### config.mk
export PLATFORM = sky130hd
export DESIGN_NAME = sipo_strobe_driver
export DESIGN_NICKNAME = d
export VERILOG_FILES = /design/src/rtl/sipo_drv_pkg.sv /design/src/rtl/sipo_pin_sync.sv /design/src/rtl/sipo_edge_rise.sv /design/src/rtl/sipo_shift_chain.sv /design/src/rtl/sipo_strobe_latch.sv /design/src/rtl/sipo_strobe_driver.sv
export SDC_FILE = /design/constraint.sdc
export NUM_CORES = 1
export LEC_CHECK = 0
export ABC_CLOCK_PERIOD_IN_PS = 1000
export BUFFER_PORTS_ARGS = -buffer_cell sky130_fd_sc_hd__buf_4
export CELL_PAD_IN_SITES_DETAIL_PLACEMENT = 0
export CELL_PAD_IN_SITES_GLOBAL_PLACEMENT = 1
export CORE_ASPECT_RATIO = 1.25
export CORE_MARGIN = 2
export CORE_UTILIZATION = 39
export DETAILED_ROUTE_END_ITERATION = 8
export PLACE_DENSITY_LB_ADDON = 0.05
export SLEW_MARGIN = 20
export SYNTH_ARGS = -nofsm -noshare
export SYNTH_HDL_FRONTEND = slang
export SYNTH_SLANG_ARGS = --single-unit
### constraint.sdc
create_clock -name clk -period 1 [get_ports clk]
set_input_delay 0.1 -clock clk [delete_from_list [all_inputs] [get_ports clk]]
set_output_delay 0.1 -clock clk [all_outputs]
set_load 0.05 [all_outputs]
### src/rtl/sipo_drv_pkg.sv
package sipo_drv_pkg;

  // What the holding latch does in a given system clock cycle.
  typedef enum logic [1:0] {
    LAT_HOLD   = 2'd0,
    LAT_LOAD   = 2'd1,
    LAT_PRESET = 2'd2
  } lat_act_e;

  // Bit positions inside the synchronized pin vector.
  localparam int PIN_DIN   = 0;
  localparam int PIN_SCLK  = 1;
  localparam int PIN_STRB  = 2;
  localparam int PIN_CLRN  = 3;
  localparam int PIN_COUNT = 4;

  // Pin levels during reset: clear and strobe are inactive (high).
  localparam logic [PIN_COUNT-1:0] PIN_IDLE = 4'b1100;

endpackage

### src/rtl/sipo_pin_sync.sv
module sipo_pin_sync #(
  parameter int N = 4,
  parameter int DEPTH = 2,
  parameter logic [N-1:0] RST_VAL = '0
) (
  input  logic         clk,
  input  logic         rst,
  input  logic [N-1:0] pins_in,
  output logic [N-1:0] pins_sync
);

  logic [DEPTH-1:0][N-1:0] stg;

  always_ff @(posedge clk) begin
    if (rst) begin
      for (int i = 0; i < DEPTH; i++) stg[i] <= RST_VAL;
    end else begin
      stg[0] <= pins_in;
      for (int i = 1; i < DEPTH; i++) stg[i] <= stg[i-1];
    end
  end

  assign pins_sync = stg[DEPTH-1];

endmodule

### src/rtl/sipo_edge_rise.sv
module sipo_edge_rise (
  input  logic clk,
  input  logic rst,
  input  logic lvl,
  output logic rise
);

  logic lvl_d;

  always_ff @(posedge clk) begin
    if (rst) lvl_d <= 1'b0;
    else     lvl_d <= lvl;
  end

  assign rise = lvl & ~lvl_d;

endmodule

### src/rtl/sipo_shift_chain.sv
module sipo_shift_chain #(
  parameter int WIDTH = 24
) (
  input  logic             clk,
  input  logic             rst,
  input  logic             step,
  input  logic             din,
  output logic [WIDTH-1:0] q
);

  always_ff @(posedge clk) begin
    if (rst)       q <= '0;
    else if (step) q <= {q[WIDTH-2:0], din};
  end

endmodule

### src/rtl/sipo_strobe_latch.sv
module sipo_strobe_latch
  import sipo_drv_pkg::*;
#(
  parameter int WIDTH = 24
) (
  input  logic             clk,
  input  logic             rst,
  input  logic             strobe_s,
  input  logic             clear_n_s,
  input  logic [WIDTH-1:0] d,
  output logic [WIDTH-1:0] q
);

  lat_act_e act;

  always_comb begin
    if (!clear_n_s)     act = LAT_PRESET;
    else if (!strobe_s) act = LAT_LOAD;
    else                act = LAT_HOLD;
  end

  always_ff @(posedge clk) begin
    if (rst) begin
      q <= '1;
    end else begin
      case (act)
        LAT_PRESET: q <= '1;
        LAT_LOAD:   q <= d;
        default:    q <= q;
      endcase
    end
  end

endmodule

### src/rtl/sipo_strobe_driver.sv
module sipo_strobe_driver
  import sipo_drv_pkg::*;
#(
  parameter int WIDTH = 24,
  parameter bit HAS_CASCADE = 1'b1,
  parameter int SYNC_DEPTH = 2
) (
  input  logic             clk,
  input  logic             rst,
  input  logic             ser_din,
  input  logic             shift_clk,
  input  logic             strobe,
  input  logic             clear_n,
  output logic [WIDTH-1:0] par_out,
  output logic             cascade_out
);

  localparam int TOP_BIT = WIDTH - 1;

  logic [PIN_COUNT-1:0] pins_raw;
  logic [PIN_COUNT-1:0] pins_s;
  logic                 din_s;
  logic                 strb_s;
  logic                 clr_n_s;
  logic                 shift_rise;
  logic [WIDTH-1:0]     sr_q;

  assign pins_raw[PIN_DIN]  = ser_din;
  assign pins_raw[PIN_SCLK] = shift_clk;
  assign pins_raw[PIN_STRB] = strobe;
  assign pins_raw[PIN_CLRN] = clear_n;

  sipo_pin_sync #(
    .N(PIN_COUNT), .DEPTH(SYNC_DEPTH), .RST_VAL(PIN_IDLE)
  ) u_sync (
    .clk(clk), .rst(rst), .pins_in(pins_raw), .pins_sync(pins_s)
  );

  assign din_s   = pins_s[PIN_DIN];
  assign strb_s  = pins_s[PIN_STRB];
  assign clr_n_s = pins_s[PIN_CLRN];

  sipo_edge_rise u_edge (
    .clk(clk), .rst(rst), .lvl(pins_s[PIN_SCLK]), .rise(shift_rise)
  );

  sipo_shift_chain #(.WIDTH(WIDTH)) u_chain (
    .clk(clk), .rst(rst), .step(shift_rise), .din(din_s), .q(sr_q)
  );

  sipo_strobe_latch #(.WIDTH(WIDTH)) u_latch (
    .clk(clk), .rst(rst), .strobe_s(strb_s), .clear_n_s(clr_n_s),
    .d(sr_q), .q(par_out)
  );

  generate
    if (HAS_CASCADE) begin : g_casc
      assign cascade_out = sr_q[TOP_BIT];
    end else begin : g_nocasc
      assign cascade_out = 1'b0;
    end
  endgenerate

endmodule

==> out/qor.yml <==
outcome: "finished, violations left"
violations: "setup timing"
maxClockFrequency_mhz: 999.7
drtAntennaViolNets: 0
place.gp.congestion: 0.6788
dieArea_sq_um: 5817
dp_hpwl_mm: 2.256
synth-seq-cells: 57
seq_area_sq_um: 1145
final_util: 0.5150
dieHeight_um: 84.78
diodes: 0
initial_core_util: 0.4036
skew_ns: 0.006049
nNetsFinal: 223
whs_ns: 0.1180
mappedNetlistNets: 183
firstDrtPassIters: 4
p_leak_uw: 0.001158
r2r_cells: 3
ioPinCount: 31
antenna_found_initial: 0
hold_depth: 2
arrival_ns: 1.25
nFillCells: 448
p_clk_frac: 0.412
final_cell_mix: "54 x dfxtp_1, 47 x mux2i_1, 24 x nand2b_1, 24 x nand2_1, 24 x buf_4"
multi_input_area_sq_um: 803.3
switching_share: 0.2378
netlist_area_sq_um: 2036
grtUsageTotal: 0.1371
cts.sinks: 57
min_period_over_period: 1.000
cp-start-kind: "flop"
path_class: "reg -> reg"
ff2ff_setup_slack_ns: -0.0003
crit_path_end_kind: "flop"
rsz0062_at_grt: "yes"
fp.dieW_um: 68.62
ys_types: 14
setup_violations: 1
grt_remaining_overflow: 0
design_area_sq_um: 2597
synth_cells: 177
maxCapViolCount: 0
htree_num_levels: 3
routedWlPerCell_um: 12.10
seqPwrFrac: 0.488
core_sq_um: 5044
layout_commonest_cell: "dfxtp_1"
grt_pass1_vias: 1254
hp-class: "in -> reg"
finalHoldViolations: 0
worstPathMaxFanout: 24
grt_max_degree: 27
power_switching_uw: 1154
root_buffer: "clkbuf_8"
avgSynthCellArea_sq_um: 11.50
drt_iter0_markers: 40
clock_path_buffers: 2
clk_pin_slew_worst_paths_ns: 0.06
tightest_slew_ns: 0.2184
clk_latency_ns: 0.32
fin_setup_tns_ns: -0.0002757
synthToLayoutAreaGrowth_pct: 27.60
cp.required_ns: 1.25
max_slew_margin: 0.8544
route.detailed.drc: 0
rows: 29
via_per_inst: 4.514
vdd_ir_drop_max_uv: 877.1
intPower_uw: 3698
fin_crit_ns: 1.000
synth_warnings: 0
wl_mm: 3.437
placed_area_sq_um: 2312
vias: 1282
power.density_nw_per_um2: 1868
finalMaxSlewViolations: 0
finalWorstSetupSlack_ns: -0.0002757
cts_setup_buffers: 0
numCtsBuffers: 9
drive_above_1_share: 0.2703
yosysSeqAreaShare: 0.5605
cts_tree: "built"
power_frac_comb: 0.100
io_buffers: 30
grt_pass1_wl_mm: 5.782
worst max-delay path, stage by stage (launching register included):
cell and delay, ns:
dfxtp_2 0.34, nor2b_4 0.16, buf_12 0.21, mux2i_1 0.22
power groups by stage:
| stage | logic [uW] | registers [uW] | clock network, uW |
|---|---|---|---|
| floorplan | 185 | 2570 | 0 |
| global placement | 461 | 2410 | 0 |
| detailed placement | 464 | 2420 | 0 |
| CTS | 479 | 2370 | 2060 |
| global route | 515 | 2380 | 2190 |
| finish | 485 | 2370 | 2000 |
synth_stat cells:
cell	instances	area share
or2_2	4	0.012
nand4bb_1	1	0.0055
buf_6	1	0.0055
buf_4	3	0.011
buf_2	4	0.0098
nor2b_4	1	0.0068
nand2b_1	24	0.074
clkbuf_1	2	0.0037
o21ai_1	1	0.0025
dfxtp_1	57	0.56
nand2_1	24	0.044
buf_8	2	0.015
mux2i_1	47	0.23
nor2b_1	6	0.018
path summary, 6_finish.rpt:
path,to,startpoint
max,u_chain.q[11],u_sync.pins_sync[1]
min reg2reg,u_sync.pins_sync[2],u_sync.stg[2]
min,u_sync.pins_sync[0],rst
max reg2reg,u_chain.q[11],u_sync.pins_sync[1]
timing repair:
action	4_1_cts	5_1_grt
hold buffers	4	0
setup endpoints to repair	16	44
hold endpoints to repair	4	0
resized for setup	5	11
cells by family after synthesis:
| kind of cell | synth area share |
|---|---|
| buf+inv | 0.04487 |
| flops | 0.5605 |
| mux | 0.2311 |
| simple gates | 0.1610 |
| compound gates | 0.002456 |
final cells by class:
| type | count | share of cell area |
|---|---|---|
| sequential | 57 | 0.4408 |
| clock buffer | 14 | 0.07033 |
| tap | 62 | 0.02987 |
| clock inverter | 2 | 0.003854 |
| timing repair buffer | 41 | 0.1460 |
| multi-input combinational | 108 | 0.3092 |
registers in the layout (all words and copies together), names as in the netlist:
register,flops
u_edge.lvl_d,1
u_sync.stg,4
u_latch.q,24
u_chain.q,24
u_sync.pins_sync,4
layer usage:
layer	up-vias	GRT usage	share of wire	wire length [um]
met4	0	0.07091	0.019	66
met1	588	0.1765	0.46	1581
met5	-	0	0	0
li1	666	-	-	-
met3	6	0.04826	0.036	124
met2	22	0.1984	0.48	1664
through the flow:
step	total power [uW]	worst slack, ns	cells
after floorplan	2756	0.02270	177
after detailed placement	2881	-0.01705	264
final	4852	-0.0002757	284
after global routing	5079	-0.06168	284
after global placement	2874	0.02409	264
after CTS	4903	-0.007924	284
(Power assumes the default switching activity.)
